<file path="src/rtl/vcs_pkg.sv">
package vcs_pkg;

    typedef enum logic [2:0] {
        OP_LT  = 3'd0,
        OP_EQ  = 3'd1,
        OP_NE  = 3'd2,
        OP_GE  = 3'd3,
        OP_MRG = 3'd4
    } vcs_op_e;

    typedef struct packed {
        logic ne;
        logic co;
        logic cmp;
        logic clip;
    } lane_flag_t;

    function automatic logic op_is_legal(input logic [2:0] op);
        return op <= 3'd4;
    endfunction

    function automatic logic op_is_cmp(input logic [2:0] op);
        return op <= 3'd3;
    endfunction

endpackage

</file>
<file path="src/rtl/vcs_lane.sv">
module vcs_lane
    import vcs_pkg::*;
#(
    parameter int W = 16
) (
    input  logic [2:0]   op,
    input  logic [W-1:0] s,
    input  logic [W-1:0] t,
    input  lane_flag_t   fl,
    output logic         cmp_new,
    output logic [W-1:0] res
);
    logic eq, lt, gt, tie;

    always_comb begin
        eq  = (s == t);
        lt  = $signed(s) < $signed(t);
        gt  = $signed(s) > $signed(t);
        tie = fl.ne & fl.co;
        cmp_new = fl.cmp;
        res     = t;
        case (op)
            OP_LT: begin
                cmp_new = lt | (eq & tie);
                res     = cmp_new ? s : t;
            end
            OP_GE: begin
                cmp_new = gt | (eq & ~tie);
                res     = cmp_new ? s : t;
            end
            OP_EQ: begin
                cmp_new = eq & ~fl.ne;
                res     = t;
            end
            OP_NE: begin
                cmp_new = ~eq | fl.ne;
                res     = s;
            end
            OP_MRG: begin
                cmp_new = fl.cmp;
                res     = fl.cmp ? s : t;
            end
            default: begin
                cmp_new = fl.cmp;
                res     = t;
            end
        endcase
    end
endmodule

</file>
<file path="src/rtl/vcs_flag_bank.sv">
module vcs_flag_bank
    import vcs_pkg::*;
#(
    parameter int LANES = 8
) (
    input  logic             clk,
    input  logic             rst,
    input  logic             valid,
    input  logic [2:0]       op,
    input  logic [LANES-1:0] cmp_new,
    input  logic             load,
    input  logic [LANES-1:0] ne_in,
    input  logic [LANES-1:0] co_in,
    input  logic [LANES-1:0] cmp_in,
    input  logic [LANES-1:0] clip_in,
    output lane_flag_t       fl [LANES]
);
    logic commit_cmp;
    assign commit_cmp = valid && op_is_cmp(op);

    for (genvar i = 0; i < LANES; i++) begin : g_lane_fl
        always_ff @(posedge clk) begin
            if (rst) begin
                fl[i] <= '0;
            end else if (commit_cmp) begin
                fl[i].ne   <= 1'b0;
                fl[i].co   <= 1'b0;
                fl[i].clip <= 1'b0;
                fl[i].cmp  <= cmp_new[i];
            end else if (load && !valid) begin
                fl[i].ne   <= ne_in[i];
                fl[i].co   <= co_in[i];
                fl[i].cmp  <= cmp_in[i];
                fl[i].clip <= clip_in[i];
            end
        end

        p_flags_clear_r6: assert property (@(posedge clk) disable iff (rst)
            commit_cmp |=> (!fl[i].ne && !fl[i].co && !fl[i].clip));

        p_cmp_stored_r6: assert property (@(posedge clk) disable iff (rst)
            commit_cmp |=> (fl[i].cmp == $past(cmp_new[i])));

        p_merge_keeps_r1: assert property (@(posedge clk) disable iff (rst)
            (valid && op == OP_MRG) |=> $stable(fl[i]));

        p_load_r9: assert property (@(posedge clk) disable iff (rst)
            (load && !valid) |=> (fl[i].ne == $past(ne_in[i]) && fl[i].clip == $past(clip_in[i])));
    end

    p_reset_r10: assert property (@(posedge clk)
        rst |=> (fl[0] == '0 && fl[LANES-1] == '0));
endmodule

</file>
<file path="src/rtl/vcs_unit.sv">
module vcs_unit
    import vcs_pkg::*;
#(
    parameter int LANES = 8,
    parameter int W     = 16
) (
    input  logic                 clk,
    input  logic                 rst,
    input  logic                 in_valid,
    input  logic [2:0]           in_op,
    input  logic [LANES*W-1:0]   src_s,
    input  logic [LANES*W-1:0]   src_t,
    input  logic                 flag_load,
    input  logic [LANES-1:0]     flag_ne_in,
    input  logic [LANES-1:0]     flag_co_in,
    input  logic [LANES-1:0]     flag_cmp_in,
    input  logic [LANES-1:0]     flag_clip_in,
    output logic [LANES*W-1:0]   dst_out,
    output logic [LANES*W-1:0]   acc_lo_out,
    output logic [LANES-1:0]     ne_flags,
    output logic [LANES-1:0]     co_flags,
    output logic [LANES-1:0]     cmp_flags,
    output logic [LANES-1:0]     clip_flags
);
    localparam int VW = LANES * W;

    lane_flag_t          fl [LANES];
    logic [LANES-1:0]    cmp_new;
    logic [VW-1:0]       res_vec;
    logic                commit;

    assign commit = in_valid && op_is_legal(in_op);

    for (genvar i = 0; i < LANES; i++) begin : g_lane
        vcs_lane #(.W(W)) u_lane (
            .op      (in_op),
            .s       (src_s[i*W +: W]),
            .t       (src_t[i*W +: W]),
            .fl      (fl[i]),
            .cmp_new (cmp_new[i]),
            .res     (res_vec[i*W +: W])
        );
        assign ne_flags[i]   = fl[i].ne;
        assign co_flags[i]   = fl[i].co;
        assign cmp_flags[i]  = fl[i].cmp;
        assign clip_flags[i] = fl[i].clip;
    end

    vcs_flag_bank #(.LANES(LANES)) u_flags (
        .clk     (clk),
        .rst     (rst),
        .valid   (in_valid),
        .op      (in_op),
        .cmp_new (cmp_new),
        .load    (flag_load),
        .ne_in   (flag_ne_in),
        .co_in   (flag_co_in),
        .cmp_in  (flag_cmp_in),
        .clip_in (flag_clip_in),
        .fl      (fl)
    );

    always_ff @(posedge clk) begin
        if (rst) begin
            dst_out    <= '0;
            acc_lo_out <= '0;
        end else if (commit) begin
            dst_out    <= res_vec;
            acc_lo_out <= res_vec;
        end
    end

    p_acc_mirror_r7: assert property (@(posedge clk) disable iff (rst)
        acc_lo_out == dst_out);

    p_hold_idle_r7: assert property (@(posedge clk) disable iff (rst)
        !in_valid |=> $stable(dst_out));

    p_eq_takes_t_r4: assert property (@(posedge clk) disable iff (rst)
        (in_valid && in_op == OP_EQ) |=> dst_out == $past(src_t));

    p_ne_takes_s_r5: assert property (@(posedge clk) disable iff (rst)
        (in_valid && in_op == OP_NE) |=> dst_out == $past(src_s));

    p_reserved_r8: assert property (@(posedge clk) disable iff (rst)
        (in_valid && in_op > 3'd4) |=> ($stable(dst_out) && $stable(cmp_flags)
                                        && $stable(ne_flags) && $stable(clip_flags)));
endmodule

</file>
<file path="config.mk">
export PLATFORM = sky130hd
export DESIGN_NAME = vcs_unit
export DESIGN_NICKNAME = d
export VERILOG_FILES = /design/src/rtl/vcs_pkg.sv /design/src/rtl/vcs_lane.sv /design/src/rtl/vcs_flag_bank.sv /design/src/rtl/vcs_unit.sv
export SDC_FILE = /design/constraint.sdc
export NUM_CORES = 1
export LEC_CHECK = 0
export BUFFER_PORTS_ARGS = -buffer_cell sky130_fd_sc_hd__clkbuf_2
export CAP_MARGIN = 5
export CORE_ASPECT_RATIO = 0.6
export CORE_UTILIZATION = 35
export DETAILED_ROUTE_END_ITERATION = 16
export SETUP_SLACK_MARGIN = 0.05
export SLEW_MARGIN = 20
export SYNTH_ARGS = -nofsm -noshare
export SYNTH_HDL_FRONTEND = slang
export SYNTH_HIERARCHICAL = 1
export SYNTH_SLANG_ARGS = --single-unit
export TNS_END_PERCENT = 10
</file>
<file path="constraint.sdc">
create_clock -name clk -period 3.6 [get_ports clk]
set_input_delay 0 -clock clk [delete_from_list [all_inputs] [get_ports clk]]
set_output_delay 0 -clock clk [all_outputs]
set_load 0.02 [all_outputs]
</file>
==> flow_summary.json <==
{
  "crit_type": "primary input to flop",
  "critical_path.max_fanout": 9,
  "ant_nets": 0,
  "combPwrFrac_pct": 38.8,
  "die_area_mm2": 0.0464,
  "rr_worst_depth": 10,
  "grt_antenna_before_repair": 6,
  "switching_share_pct": 37.5,
  "cts.clk_slew.worst_paths_ps": 80,
  "crit_buf_inv": 5,
  "synth_common_cells": "188 x nand4b_1, 160 x dfxtp_1, 154 x buf_4, 144 x inv_1, 141 x o21ai_1",
  "synth_nets": 2341,
  "relSlewSlack_pct": 22.7,
  "yosys.cell_count.top_type": "nand4b_1",
  "cap_violations": 0,
  "p_int_w": 0.00389,
  "nets": 2939,
  "cp.depth": 14,
  "synth.area.top_cells": "dfxtp_1 20%, nand4b_1 10%, ha_1 10%",
  "grt_pass1_vias": 16445,
  "async_flop_share_pct": 0,
  "synth_edf_count": 0,
  "worst_path_max_delay_cell": "or4_4",
  "gp_congestion": 0.907,
  "n_fill_cell": 4439,
  "crit_family": "buffers and inverters",
  "p_sw_w": 0.00234,
  "synthToLayoutAreaGrowth_pct": 31.0,
  "ys_ff_latch": 160,
  "clkLatencyLatePin_ps": 440,
  "routedWlPerCell_um": 19.0,
  "finalSetupViolCount": 0,
  "hold_ws_ps": 27.9,
  "hold_path.class": "primary input to flop",
  "drv_slew": 0,
  "wirelength_mm": 59.3,
  "fp-row-count": 60,
  "start_util_pct": 35.5,
  "skew_ps": 20.3,
  "pwr-share-seq_pct": 32.2,
  "yosys_warnings": 6,
  "slowest_delay_ps": 590,
  "hold_viol": 0,
  "grt_max_degree": 175,
  "regToRegSetupSlack_ps": 700,
  "synthFlopType": "dfxtp_1",
  "ir_drop_uv": 281,
  "final_cell_count_no_fill": 3123,
  "crit_required_ps": 3920,
  "first_iter_violations": 1332,
  "h-tree-depth": 4,
  "die_w_um": 277,
  "synth_top_area_share_pct": 20.1,
  "leakagePower_nw": 9.45,
  "drc": 0,
  "yosysSeqAreaShare_pct": 20.1,
  "coreArea_mm2": 0.0448,
  "drt_first_pass_iters": 6,
  "synth_cells": 1918,
  "root_buffer": "clkbuf_16",
  "hold_depth": 5,
  "placed_cells": 2844,
  "cts_tree": "yes",
  "numClockSinks": 160,
  "pwr_density_cell_mw_per_mm2": 299,
  "grt_pass1_wl_mm": 92.0,
  "netlist_area_mm2": 0.0159,
  "multi_input_area_mm2": 0.0103,
  "min_period_ps": 3440,
  "portBuffers": 582,
  "crit_path_frequent_cell": "dlygate4sd3_1",
  "status": "completed",
  "cts_buffer_depth": 2,
  "via_per_inst": 5.52,
  "cts_buffers": 17,
  "overflow": 0,
  "grt_usage_pct": 24.5,
  "power_frac_clock_pct": 29.0,
  "worst_pin_slew_ps": 1160,
  "rsz0062_at_grt": "true",
  "fin_crit_sh_pct": 95.7,
  "cp-start-kind": "primary input",
  "syn_avg_cell_area_um2": 8.31,
  "synthDistinctLibCells": 65,
  "ioPinCount": 583,
  "register_area_mm2": 0.00320,
  "path_cells": "dlygate4sd3_1, clkbuf_2, inv_1, ha_1, nor2b_1, o211ai_2, a2111oi_1, or4_4, mux2i_4, buf_6, mux2_4, dlygate4sd3_1, nand4b_1, o21ai_1",
  "tns_ps": 0,
  "hpwlAfterDp_mm": 41.3,
  "cp-end-kind": "flop",
  "layout-drive-gt1-share_pct": 31.1,
  "dieHeight_um": 167,
  "max_freq_mhz": 290,
  "crit_arrival_ps": 3760,
  "route.vias.total": 17252,
  "yosysTopAreaCell": "dfxtp_1"
}
## repair_timing
action                                  in CTS  in global routing
buffers inserted                             0                  6
endpoints found under the hold margin      152                  0
endpoints found under the setup margin       0                 46
hold buffers                               236                  0
resized for setup                            0                  9
## per-layer routing
layer	GRT usage, %	vias up	wire length (um)
li1	-	8099	-
met3	4.16	101	3640
met4	6.98	4	1270
met5	0	-	24
met2	41.0	708	28200
met1	32.2	8340	26100
## worst paths after layout
check	end	startpoint
max	acc_lo_out[21]	src_t[17]
min	acc_lo_out[96]	src_s[96]
max reg2reg	acc_lo_out[21]	u_flags/fl[27]
min reg2reg	u_flags/fl[4]	u_flags/fl[4]
## worst register-to-register path, stage by stage (launching register included)
cell and delay, ps:
dfxtp_1 380, a21boi_0 200, a32oi_1 130, nor3b_4 280
nor3_2 90, mux2i_4 380, buf_6 250, mux2_4 320
dlygate4sd3_1 570, nand4b_1 100, o21ai_1 80
## registers in the layout (all words and copies together) (netlist names)
signal,count
u_flags/fl,32
acc_lo_out,128
## layout by cell type (no fill, tap or decap), drive strengths merged, types with 30 or more instances in the layout
cell	netlist	layout
nand4b	188	188
ha	128	128
dlygate4sd3	0	236
o211ai	72	72
inv	148	152
nand3	76	76
nand2	88	88
mux2	64	64
nand2b	137	137
o21ai	229	229
dfxtp	160	160
buf	211	30
clkbuf	51	598
a21oi	88	88
nand4	40	40
## final cells by class
type	instances	share of cell area [%]
Multi-Input combinational cell	1344	49.3
Timing Repair Buffer	845	26.5
Sequential cell	160	15.3
Tap cell	589	3.53
Inverter	148	2.66
Clock buffer	19	2.12
Clock inverter	13	0.498
Antenna cell	5	0.0599
## per-stage QoR
step           setup WS, ps  power, W  util [%]  cell area, um^2
3_5_place_dp            650   0.00412      39.9            17900
4_1_cts                51.5   0.00625      46.4            20800
6_report                156   0.00624      46.6            20900
2_1_floorplan          1310   0.00357         -            15900
3_3_place_gp            774   0.00409      39.9            17900
5_1_grt                30.7   0.00657      46.6            20900
## cell families (layout without fill, tap and decap cells)
family / after synthesis / count (layout) / synth area share, %
flip-flops: 160 / 160 / 20.1
multiplexers: 72 / 72 / 6.28
AND/OR/NAND/NOR: 643 / 643 / 28.3
buffers and inverters: 414 / 1025 / 15.5
AO/OA/AOI/OAI: 497 / 497 / 19.5
other: 0 / 5 / 0
XOR/XNOR: 4 / 4 / 0.220
adder cells (fa/ha/maj): 128 / 128 / 10.1
## power by group through the flow
stage / sequential [W] / combinational (W) / clock [W]
global route: 0.00202 / 0.00261 / 0.00194
detailed placement: 0.00204 / 0.00208 / 0
global placement: 0.00204 / 0.00205 / 0
floorplan: 0.00216 / 0.00142 / 0
CTS: 0.00200 / 0.00238 / 0.00186
finish: 0.00201 / 0.00242 / 0.00181
Note: power is estimated with default switching activity, not from simulation.
